`src/rtl/pic_pkg.sv`:
```
// Shared constants and helpers for the vectored interrupt controller.
// Assumes 64 lines and 64-bit register words, with an 8-bit byte address.
package pic_pkg;
    localparam int WORD_W    = 64;
    localparam int LINES     = 64;
    localparam int ADDR_W    = 8;
    localparam int TAB_WORDS = LINES / 8;

    // Register word indices (byte address divided by 8)
    localparam logic [4:0] W_ID     = 5'd0;
    localparam logic [4:0] W_MASK   = 5'd1;
    localparam logic [4:0] W_EDGE   = 5'd2;
    localparam logic [4:0] W_ENABLE = 5'd3;
    localparam logic [4:0] W_AUTO0  = 5'd4;
    localparam logic [4:0] W_AUTO1  = 5'd5;
    localparam logic [4:0] W_CLEAR  = 5'd6;
    localparam logic [4:0] W_STATUS = 5'd7;
    localparam logic [4:0] W_POL    = 5'd8;

    // Table regions selected by address bits [7:6]
    localparam logic [1:0] REGION_ROUTE = 2'b10;
    localparam logic [1:0] REGION_VEC   = 2'b11;

    typedef enum logic [1:0] {ACC_1B, ACC_2B, ACC_4B, ACC_8B} acc_size_e;

    // Right-aligned field mask for one access size
    function automatic logic [WORD_W-1:0] size_field(input acc_size_e s);
        case (s)
            ACC_1B:  return 64'h0000_0000_0000_00FF;
            ACC_2B:  return 64'h0000_0000_0000_FFFF;
            ACC_4B:  return 64'h0000_0000_FFFF_FFFF;
            default: return '1;
        endcase
    endfunction
endpackage

```
`src/rtl/pic_bus_lanes.sv`:
```
// Byte-lane steering for the register port.
// Produces the byte-lane write mask, the write data shifted to its lanes,
// and the read value shifted down and trimmed. Assumes aligned accesses.
module pic_bus_lanes import pic_pkg::*; (
    input  logic [2:0]        byte_off,
    input  logic [1:0]        acc_size,
    input  logic [WORD_W-1:0] wr_value,
    input  logic [WORD_W-1:0] rd_word,
    output logic [WORD_W-1:0] lane_mask,
    output logic [WORD_W-1:0] lane_data,
    output logic [WORD_W-1:0] rd_value
);
    logic [WORD_W-1:0] field;
    logic [5:0]        shamt;

    // Shift the size field and data to the addressed byte lanes
    always_comb begin
        field     = size_field(acc_size_e'(acc_size));
        shamt     = {byte_off, 3'b000};
        lane_mask = field << shamt;
        lane_data = (wr_value & field) << shamt;
        rd_value  = (rd_word >> shamt) & field;
    end
endmodule

```
`src/rtl/pic_line_track.sv`:
```
// Per-line input history and pending state.
// Edge-mode lines latch a rising input; level-mode lines follow the input.
// pend_in is the pending state after the input change only; pend_nx also
// applies the clear bits (already restricted to edge-mode lines).
module pic_line_track #(
    parameter int N = 64
) (
    input  logic         clk,
    input  logic         rst_n,
    input  logic [N-1:0] irq_in,
    input  logic [N-1:0] edge_mode,
    input  logic [N-1:0] clr_bits,
    output logic [N-1:0] rise,
    output logic [N-1:0] fall,
    output logic [N-1:0] pend_in,
    output logic [N-1:0] pend_nx
);
    logic [N-1:0] last_q;
    logic [N-1:0] pend_q;

    // Detect changes and compute pending from the detection mode
    always_comb begin
        rise    = irq_in & ~last_q;
        fall    = ~irq_in & last_q;
        pend_in = (edge_mode & (pend_q | rise)) | (~edge_mode & irq_in);
        pend_nx = pend_in & ~clr_bits;
    end

    // Store the last input level and the pending bits
    always_ff @(posedge clk) begin
        if (!rst_n) begin
            last_q <= '0;
            pend_q <= '0;
        end else begin
            last_q <= irq_in;
            pend_q <= pend_nx;
        end
    end
endmodule

```
`src/rtl/pic_lowest_pick.sv`:
```
// Finds the lowest set bit of a request vector.
// Purely combinational; idx is zero when nothing is requested.
module pic_lowest_pick #(
    parameter int W = 64,
    localparam int IW = $clog2(W)
) (
    input  logic [W-1:0]  req,
    output logic          found,
    output logic [IW-1:0] idx
);
    // Scan from the top so the lowest set bit wins
    always_comb begin
        found = |req;
        idx   = '0;
        for (int i = W - 1; i >= 0; i--) begin
            if (req[i]) idx = IW'(i);
        end
    end
endmodule

```
`src/rtl/vec_intc.sv`:
```
// Vectored interrupt controller top.
// Holds the register file and tables, handles one assertion and one
// deassertion per cycle (lowest line wins), and drives the registered parent
// outputs. Assumes NUM_PARENTS is between 2 and 128 and accesses are aligned.
// An input change is evaluated before a bus write in the same cycle.
module vec_intc import pic_pkg::*; #(
    parameter int NUM_PARENTS = 16,
    parameter logic [WORD_W-1:0] ID_VALUE = 64'h0001_0040_0000_0007,
    localparam int PAR_W = $clog2(NUM_PARENTS),
    localparam int LW    = $clog2(LINES),
    localparam int TW    = $clog2(TAB_WORDS)
) (
    input  logic                   clk,
    input  logic                   rst_n,
    input  logic [LINES-1:0]       irq_in,
    input  logic [ADDR_W-1:0]      bus_addr,
    input  logic                   bus_wr,
    input  logic                   bus_rd,
    input  logic [1:0]             bus_size,
    input  logic [WORD_W-1:0]      bus_wdata,
    output logic [WORD_W-1:0]      bus_rdata,
    output logic [NUM_PARENTS-1:0] parent_irq
);
    logic [WORD_W-1:0] mask_q, edge_q, enable_q, pol_q, isr_q;
    logic [WORD_W-1:0] route_q [TAB_WORDS];
    logic [WORD_W-1:0] vec_q   [TAB_WORDS];
    logic [WORD_W-1:0] rdata_q;
    logic [NUM_PARENTS-1:0] parent_q, parent_nx;

    logic [4:0]        word_idx;
    logic [TW-1:0]     tab_idx;
    logic              in_route, in_vec, wr_reg;
    logic [WORD_W-1:0] lane_mask, lane_data, rd_value, rd_word;
    logic [WORD_W-1:0] mask_nx, clr_bits, unmasked, newly_masked;
    logic [LINES-1:0]  rise, fall, pend_in, pend_nx;
    logic [LINES-1:0]  a_req, d_req, a_hot, d_hot, isr_mid, isr_nx;
    logic              a_found, d_found, a_via_bus;
    logic [LW-1:0]     a_idx, d_idx;
    logic [7:0]        a_vec, d_vec;
    logic [PAR_W-1:0]  a_par, d_par;
    logic              unused_vec_hi;

    // Merge addressed lanes into an old word
    function automatic logic [WORD_W-1:0] merge(input logic [WORD_W-1:0] old,
                                                input logic [WORD_W-1:0] m,
                                                input logic [WORD_W-1:0] d);
        return (old & ~m) | d;
    endfunction

    // Vector byte of one line
    function automatic logic [7:0] vec_of(input logic [LW-1:0] idx);
        return vec_q[idx[LW-1:3]][{idx[2:0], 3'b000} +: 8];
    endfunction

    assign word_idx = bus_addr[7:3];
    assign tab_idx  = bus_addr[5:3];
    assign in_route = (bus_addr[7:6] == REGION_ROUTE);
    assign in_vec   = (bus_addr[7:6] == REGION_VEC);
    assign wr_reg   = bus_wr && !in_route && !in_vec;

    pic_bus_lanes u_lanes (
        .byte_off  (bus_addr[2:0]),
        .acc_size  (bus_size),
        .wr_value  (bus_wdata),
        .rd_word   (rd_word),
        .lane_mask (lane_mask),
        .lane_data (lane_data),
        .rd_value  (rd_value)
    );

    // Select the word addressed by a read
    always_comb begin
        rd_word = '0;
        if (in_route)    rd_word = route_q[tab_idx];
        else if (in_vec) rd_word = vec_q[tab_idx];
        else begin
            case (word_idx)
                W_ID:     rd_word = ID_VALUE;
                W_MASK:   rd_word = mask_q;
                W_EDGE:   rd_word = edge_q;
                W_ENABLE: rd_word = enable_q;
                W_STATUS: rd_word = isr_q & ~mask_q;
                W_POL:    rd_word = pol_q;
                default:  rd_word = '0;
            endcase
        end
    end

    // Mask change and edge-clear bits caused by this cycle's write
    always_comb begin
        mask_nx      = (wr_reg && word_idx == W_MASK) ? merge(mask_q, lane_mask, lane_data) : mask_q;
        clr_bits     = (wr_reg && word_idx == W_CLEAR) ? (lane_data & edge_q) : '0;
        unmasked     = mask_q & ~mask_nx;
        newly_masked = ~mask_q & mask_nx;
    end

    pic_line_track #(.N(LINES)) u_track (
        .clk       (clk),
        .rst_n     (rst_n),
        .irq_in    (irq_in),
        .edge_mode (edge_q),
        .clr_bits  (clr_bits),
        .rise      (rise),
        .fall      (fall),
        .pend_in   (pend_in),
        .pend_nx   (pend_nx)
    );

    assign a_req = ((rise & ~mask_q) | unmasked) & pend_in;

    pic_lowest_pick #(.W(LINES)) u_pick_assert (
        .req   (a_req),
        .found (a_found),
        .idx   (a_idx)
    );

    // In-service after the assertion, then deassertion candidates
    always_comb begin
        a_hot   = a_found ? (LINES'(1) << a_idx) : '0;
        isr_mid = isr_q | a_hot;
        d_req   = (fall | newly_masked | clr_bits) & isr_mid & ~pend_nx;
    end

    pic_lowest_pick #(.W(LINES)) u_pick_deassert (
        .req   (d_req),
        .found (d_found),
        .idx   (d_idx)
    );

    // Final in-service bits and parent selection of both events
    always_comb begin
        d_hot     = d_found ? (LINES'(1) << d_idx) : '0;
        isr_nx    = isr_mid & ~d_hot & ~clr_bits;
        a_vec     = vec_of(a_idx);
        d_vec     = vec_of(d_idx);
        a_par     = a_vec[PAR_W-1:0];
        d_par     = d_vec[PAR_W-1:0];
        a_via_bus = !(rise[a_idx] && !mask_q[a_idx]);
    end
    assign unused_vec_hi = ^{a_vec[7:PAR_W], d_vec[7:PAR_W]};

    // Per-parent update; the event from the bus write is applied last
    for (genvar j = 0; j < NUM_PARENTS; j++) begin : g_parent
        logic set_j, clr_j;
        assign set_j = a_found && (a_par == PAR_W'(j));
        assign clr_j = d_found && (d_par == PAR_W'(j));
        assign parent_nx[j] = a_via_bus ? ((parent_q[j] & ~clr_j) | set_j)
                                        : ((parent_q[j] | set_j) & ~clr_j);
    end

    // Register file, in-service, parent outputs and read data
    always_ff @(posedge clk) begin
        if (!rst_n) begin
            mask_q   <= '1;
            edge_q   <= '0;
            enable_q <= '0;
            pol_q    <= '0;
            isr_q    <= '0;
            parent_q <= '0;
            rdata_q  <= '0;
            for (int k = 0; k < TAB_WORDS; k++) begin
                route_q[k] <= '0;
                vec_q[k]   <= '0;
            end
        end else begin
            mask_q   <= mask_nx;
            isr_q    <= isr_nx;
            parent_q <= parent_nx;
            rdata_q  <= bus_rd ? rd_value : '0;
            if (wr_reg && word_idx == W_EDGE)   edge_q   <= merge(edge_q, lane_mask, lane_data);
            if (wr_reg && word_idx == W_ENABLE) enable_q <= merge(enable_q, lane_mask, lane_data);
            if (wr_reg && word_idx == W_POL)    pol_q    <= merge(pol_q, lane_mask, lane_data);
            for (int k = 0; k < TAB_WORDS; k++) begin
                if (bus_wr && in_route && tab_idx == TW'(k))
                    route_q[k] <= merge(route_q[k], lane_mask, lane_data);
                if (bus_wr && in_vec && tab_idx == TW'(k))
                    vec_q[k] <= merge(vec_q[k], lane_mask, lane_data);
            end
        end
    end

    assign bus_rdata  = rdata_q;
    assign parent_irq = parent_q;
endmodule

```
`config.mk`:
```
export PLATFORM = sky130hd
export DESIGN_NAME = vec_intc
export DESIGN_NICKNAME = d
export VERILOG_FILES = /design/src/rtl/pic_pkg.sv /design/src/rtl/pic_bus_lanes.sv /design/src/rtl/pic_line_track.sv /design/src/rtl/pic_lowest_pick.sv /design/src/rtl/vec_intc.sv
export SDC_FILE = /design/constraint.sdc
export NUM_CORES = 2
export LEC_CHECK = 0
export BUFFER_PORTS_ARGS = -buffer_cell sky130_fd_sc_hd__buf_2
export CAP_MARGIN = 40
export CORE_ASPECT_RATIO = 1.75
export CORE_MARGIN = 10
export CORE_UTILIZATION = 40
export CTS_BUF_LIST = sky130_fd_sc_hd__clkbuf_4 sky130_fd_sc_hd__clkbuf_8
export DETAILED_ROUTE_END_ITERATION = 7
export PLACE_DENSITY_LB_ADDON = 0.08
export RECOVER_POWER = 25
export SLEW_MARGIN = 20
export SYNTH_ARGS = -nofsm -noshare
export SYNTH_HDL_FRONTEND = slang
export SYNTH_SLANG_ARGS = --single-unit
```
`constraint.sdc`:
```
create_clock -name clk -period 9.2 [get_ports clk]
set_input_delay 0 -clock clk [delete_from_list [all_inputs] [get_ports clk]]
set_output_delay 0 -clock clk [all_outputs]
set_load 0.01 [all_outputs]
```
* After elaboration in Yosys (flattened, before gate mapping)
Memories as Yosys holds them, arrays and structs flattened.
Index checks and enable logic that the tools add are counted.
W data, S select, Z words.
** Storage, ports and cells
- Input port bits :: 142
- Bits in writable memories :: 1024
- Memories kept :: 2
- Word-level logic and storage cells :: 524
- Register bits :: 528
** Operators by class
- Shift operators :: 7
- Reductions and logical operators :: 69
- Bitwise operators :: 168
- Magnitude comparators :: 1
- Equal/unequal tests :: 47
- Multiplexer cells :: 221
** Memories
- route_q :: words 8, bits a word 64, rd ports 9, clocked after memory_dff 0, wr ports 8, line vec_intc.sv:25 : logic [WORD_W-1:0] route_q [TAB_WORDS];
- vec_q :: words 8, bits a word 64, rd ports 11, clocked after memory_dff 0, wr ports 8, line vec_intc.sv:26 : logic [WORD_W-1:0] vec_q [TAB_WORDS];
** Operators with widths (number)
- $and A64 B64 Y64 :: 37
- $or A64 B64 Y64 :: 26
- $mux W64 :: 22
- $mux W6 :: 128
- $not A64 Y64 :: 9
- $pmux W64 S6 :: 1
- $pmux W64 S3 :: 1
- $reduce_or A64 Y1 :: 2
- $shiftx A64 B7 Y4 :: 2
- $shl A1 B6 Y64 const A :: 2
- $shl A64 B6 Y64 :: 2
- $mux W1 :: 67
- $eq A4 B4 Y1 const B :: 16
- $shr A64 B6 Y64 :: 1
- $logic_and A1 B1 Y1 :: 58
- $or A1 B1 Y1 :: 48
- $and A1 B1 Y1 :: 32
- $eq A4 B3 Y1 const B :: 8
- $eq A4 B2 Y1 const B :: 4
- $not A1 Y1 :: 16
- $bmux W1 S6 :: 2
- $eq A3 B3 Y1 const B :: 4
- $eq A5 B2 Y1 const B :: 2
- $eq A5 B3 Y1 const B :: 2
- 14 further kinds :: 21

* Depth between registers and ports, before layout
An unclocked memory read counts as a cell.
- Depth in word-level cells :: 152
- Mapped depth :: 33

* Hierarchy
A second synthesis with hierarchy kept.
** Second synthesis, totals
- Cells, all modules :: 8583
- Area total of the unflattened synthesis :: 85783.5 µm²
** By module, submodules not included
- vec_intc :: area each 73825.8 µm², instances 1, cells an instance 6966
- pic_line_track :: area each 6054.6 µm², instances 1, cells an instance 718
- pic_bus_lanes :: area each 4129.0 µm², instances 1, cells an instance 609
- pic_lowest_pick :: area each 887.1 µm², instances 2, cells an instance 145

* Worst setup path before layout
Ideal clock, no wire load.
- Path type :: input -> register
- Start point :: in bus_addr[3]
- End point :: mem route_q[5][0] (enable)
- Path buffers :: 6
- Stages :: 8
- Library setup time :: 0.575 ns
- Arrival time :: 7.203 ns
- Path slack :: 1.423 ns
- Cells stage by stage :: buf_2 -> buf_1 -> buf_1 -> buf_1 -> clkbuf_1 -> buf_1 -> nand2b_1 -> o21ai_0
** RTL lines
- start, declared :: line vec_intc.sv:16 : input logic [ADDR_W-1:0] bus_addr,
- end, declared :: line vec_intc.sv:25

* Final worst setup path
- Start point :: in bus_wr
- End point :: reg parent_q[0] (netlist: parent_irq[0])
** On the way
- Word-level cells in the longest chain between the ends :: 149
- Elaborated cells between the ends (all ways) :: 170
- Those cells by class :: shift (3); mux (136); bitwise (18); reduce/logical (12); memory (1)
** Ends and longest elaborated chain
- start, declared :: line vec_intc.sv:17 : input logic bus_wr,
- $logic_and A1 B1 Y1 * (2 in a row) :: line vec_intc.sv:59 : assign wr_reg = bus_wr && !in_route && !in_vec;
- $logic_and A1 B1 Y1 :: line vec_intc.sv:91 : mask_nx = (wr_reg && word_idx == W_MASK) ? merge(mask_q, lane_mask, lane_data) : mask_q;
- $mux W64 :: line vec_intc.sv:91
- $not A64 Y64 :: line vec_intc.sv:93 : unmasked = mask_q & ~mask_nx;
- $and A64 B64 Y64 :: line vec_intc.sv:93
- $or A64 B64 Y64 :: line vec_intc.sv:109 : assign a_req = ((rise & ~mask_q) | unmasked) & pend_in;
- $and A64 B64 Y64 :: line vec_intc.sv:109
- $mux W6 (64 in a row) :: line pic_lowest_pick.sv:16 : if (req[i]) idx = IW'(i);
- [... 69 more ...]
- $mem_v2 Z8 W64
- $shiftx A64 B7 Y4 :: line vec_intc.sv:52 : return vec_q[idx[LW-1:3]][{idx[2:0], 3'b000} +: 8];
- $logic_not A4 Y1 :: line vec_intc.sv:146 : assign clr_j = d_found && (d_par == PAR_W'(j));
- $logic_and A1 B1 Y1 :: line vec_intc.sv:146
- $not A1 Y1 :: line vec_intc.sv:147, vec_intc.sv:148
- $and A1 B1 Y1 :: line vec_intc.sv:147 : assign parent_nx[j] = a_via_bus ? ((parent_q[j] & ~clr_j) | set_j)
- $or A1 B1 Y1 :: line vec_intc.sv:147
- $mux W1 * :: line vec_intc.sv:147
- end signal, assigned :: line vec_intc.sv:168 : parent_q <= parent_nx;
- end, declared :: line vec_intc.sv:28 : logic [NUM_PARENTS-1:0] parent_q, parent_nx;
Every way passes the cells marked *; elsewhere a longest branch is shown, timed or not. The select of a mux whose other input is x is not followed.
A chain may end at the register's enable or synchronous reset.

==> flow_summary_export.csv <==
group,metric,value,unit
sta,skew,124,ps
placed_design,numPortBuffers,221,
synthesis,synth_edf_count,1024,
sta,drv_slew,1291,
route,final_antenna_net_count,0,
worst_setup_path,cp_top_family,"compound AO/OA/AOI/OAI gates",
sta,slew_headroom,-2.93,
final_layout,fillCellCount,20900,
clock_network,clock_sinks,1552,
pwr,power_density,173,mW/mm²
global_route,grt_overflow,0,
sta,report.final.hold_viol_count,0,
floorplanning,initial_utilization,0.402,
hold_path,hp-class,"in -> reg",
synthesis,yosysUniqueCellTypes,122,
worst_setup_path,worstSetupEndpointType,"flip-flop",
route,vias,83000,
final_layout,mostFrequentLayoutCells,"nand2_1 (1775), a21oi_1 (1165), edfxtp_1 (1024)",
floorplanning,std_cell_rows,225,
final_layout,mostFrequentLayoutCell,"nand2_1",
worst_setup_path,cp_slowest_stage_delay,920,ps
synthesis,ys_ff_latch,1552,
sta,rsz0062_at_grt,"false",
sta,clock.fmax,109,MHz
clock_network,clk_path_buf_depth,4,
clock_network,cts-htree-levels,4,
final_layout,seqCellArea,0.0413,mm²
floorplanning,core-area,0.215,mm²
global_route,grt_pass1_wl,667,mm
clock_network,clkLatencyLatePin,1080,ps
route,wl,495,mm
run_status,violations,"max-capacitance violations, max-slew violations",
sta,final.period_utilization,1.00,
worst_setup_path,critPathBufInv,9,
route,dr.pass1.iters,6,
final_layout,fin_util,0.471,
run,drv_cap,29,
clock_network,cts_buffers,248,
global_route,grt_max_degree,132,
synthesis,syn_inst,8962,
synthesis,ys_seq_area_frac,0.478,
worst_setup_path,path_max_fanout,27,
clock_network,postCtsSetupRepairBufs,0,
worst_setup_path,cpMostUsedCell,"buf_4",
floorplanning,io_pins,222,
synthesis,async_flop_share,0,
pwr,leakage,37.1,nW
final_layout,fin_nets,9671,
worst_setup_path,required,10060,ps
synthesis,synthFlopType,"edfxtp_1",
global_route,antenna_found_initial,35,
synthesis,syn-num-nets,9104,
worst_setup_path,slowest_stage,"nor2_1",
final_layout,area_growth,17.0,%
global_route,grt.total_usage,0.403,
worst_setup_path,critPathKind,"in -> reg",
clock_network,cts_tree,"built",
final_layout,multiInputGateArea,0.0423,mm²
placed_design,gp_congestion,1.06,
synthesis,syn_avg_cell_area,9.65,µm²
run_status,status,"complete, but fails checks",
pwr,power,17.5,mW
floorplanning,fp.dieH,635,µm
clock_network,cts_root_buffer,"clkbuf_8",
sta,setup_violations,0,
clock_network,path_clk_slew,70,ps
sta,layout_min_cycle_time,9200,ps
synthesis,synth.cell_area,0.0865,mm²
clock_network,cts-resized-gates,0,
worst_setup_path,cp-start-kind,"primary input",
route,drc,0,
sta,worst_slew_pin_slew,5890,ps
route,avgRoutedWirePerCell,39.4,µm
final_layout,drive_above_1_share,0.170,
global_route,grt_pass1_vias,79600,
pwr,max-vdd-ir-drop,0.186,mV
route,via_per_inst,6.60,
floorplanning,die_area,0.236,mm²
floorplanning,die_w,372,µm
worst_setup_path,cp.arrival,10060,ps
route,drt_iter0_drc,10500,
placed_design,hpwl,358,mm
synthesis,yosysWarningCount,0,
## worst paths after layout
path | start | endpoint | slack, ps | depth (start not counted)
max reg2reg | mask_q[44]$_SDFF_PN1_ | parent_irq[0]$_SDFF_PN0_ | 990 | 25
min | irq_in[5] | u_track.pend_q[5]$_SDFF_PN0_ | 40 | 4
min reg2reg | enable_q[7]$_SDFFE_PN0P_ | enable_q[7]$_SDFFE_PN0P_ | 470 | 2
max | bus_wr | parent_irq[0]$_SDFF_PN0_ | 4 | 30
## area by class of cell
class | instances | share of cell area
clock inverter | 83 | 0.00671
tap | 2837 | 0.0351
multi-input combinational | 6528 | 0.418
timing repair buffer | 1069 | 0.0841
antenna | 24 | 0.000593
clock buffer | 351 | 0.0429
sequential | 1552 | 0.408
inverter | 130 | 0.00482
## Yosys cell counts (52+ instances only)
library cell     n  area share
mux2i_1        239       0.028
nand2_1       1782       0.077
dfxtp_1        528        0.12
a31oi_1         99      0.0072
and2_1         137      0.0099
a211oi_1       148       0.013
a21boi_0       266       0.023
mux4_2         277       0.072
a221oi_1        52      0.0053
nand2b_1        54      0.0039
nor2_1         468       0.020
edfxtp_1      1024        0.36
a21oi_1       1177       0.068
clkbuf_1       581       0.025
a22oi_1        182       0.016
nand3_1        154      0.0089
o21ai_0        221       0.013
buf_1           90      0.0039
o211ai_1        79      0.0069
nor2b_1        220       0.016
inv_1          129      0.0056
nor3_1          59      0.0034
and3_1          60      0.0043
o22ai_1         58      0.0042
## worst min-delay path, delay by kind of cell
family,cells,cell delay [ps]
simple gates,1,130
buf+inv,2,700
compound gates,1,160
## cells by family after synthesis
family / count (synthesis) / share of synthesized area
and+or+nand+nor: 3181 / 0.166
DFF: 1552 / 0.478
muxes: 562 / 0.106
AOI/OAI and AO/OA: 2785 / 0.208
buffers and inverters: 882 / 0.0419
## metal layers
| layer | part of all wire | up-vias | routed length (µm) | track usage |
|---|---|---|---|---|
| met2 | 0.46 | 5466 | 226000 | 0.642 |
| met5 | 0.00016 | - | 81 | 0 |
| li1 | - | 34500 | - | - |
| met1 | 0.34 | 41200 | 166000 | 0.439 |
| met3 | 0.090 | 1928 | 44800 | 0.101 |
| met4 | 0.12 | 12 | 57400 | 0.366 |
## stage by stage
stage	hold slack (ps)	cell area, µm²	worst slack [ps]	TNS (ps)	cells
3_5_place_dp	255	94200	85.8	0	11900
4_1_cts	3.20	101000	525	0	12500
2_1_floorplan	122	86500	1420	0	8962
5_1_grt	43.7	101000	158	0	12600
6_report	42.5	101000	4.46	0	12600
3_3_place_gp	247	93200	-79.2	-363	11800
## sequential cells by signal, indices dropped and copies added (netlist names)
| name | count |
|---|---|
| route_q | 512 |
| vec_q | 512 |
| bus_rdata | 64 |
| edge_q | 64 |
| enable_q | 64 |
| isr_q | 64 |
| mask_q | 64 |
| pol_q | 64 |
| u_track.last_q | 64 |
| u_track.pend_q | 64 |
| parent_irq | 16 |
## power breakdown
part	leakage [nW]	internal (mW)	switching, mW	total, mW
Clock	2.66	3.31	3.09	6.40
Combinational	19.6	0.942	2.19	3.13
Sequential	14.9	7.72	0.220	7.94
Total	37.1	12.0	5.50	17.5
## repair_timing
| item | 4_1_cts | 5_1_grt |
|---|---|---|
| hold buffers | 212 | 0 |
| hold endpoints to repair | 536 | 0 |
| setup endpoints to repair | 0 | 0 |
Power figures use the tool's default switching activity.
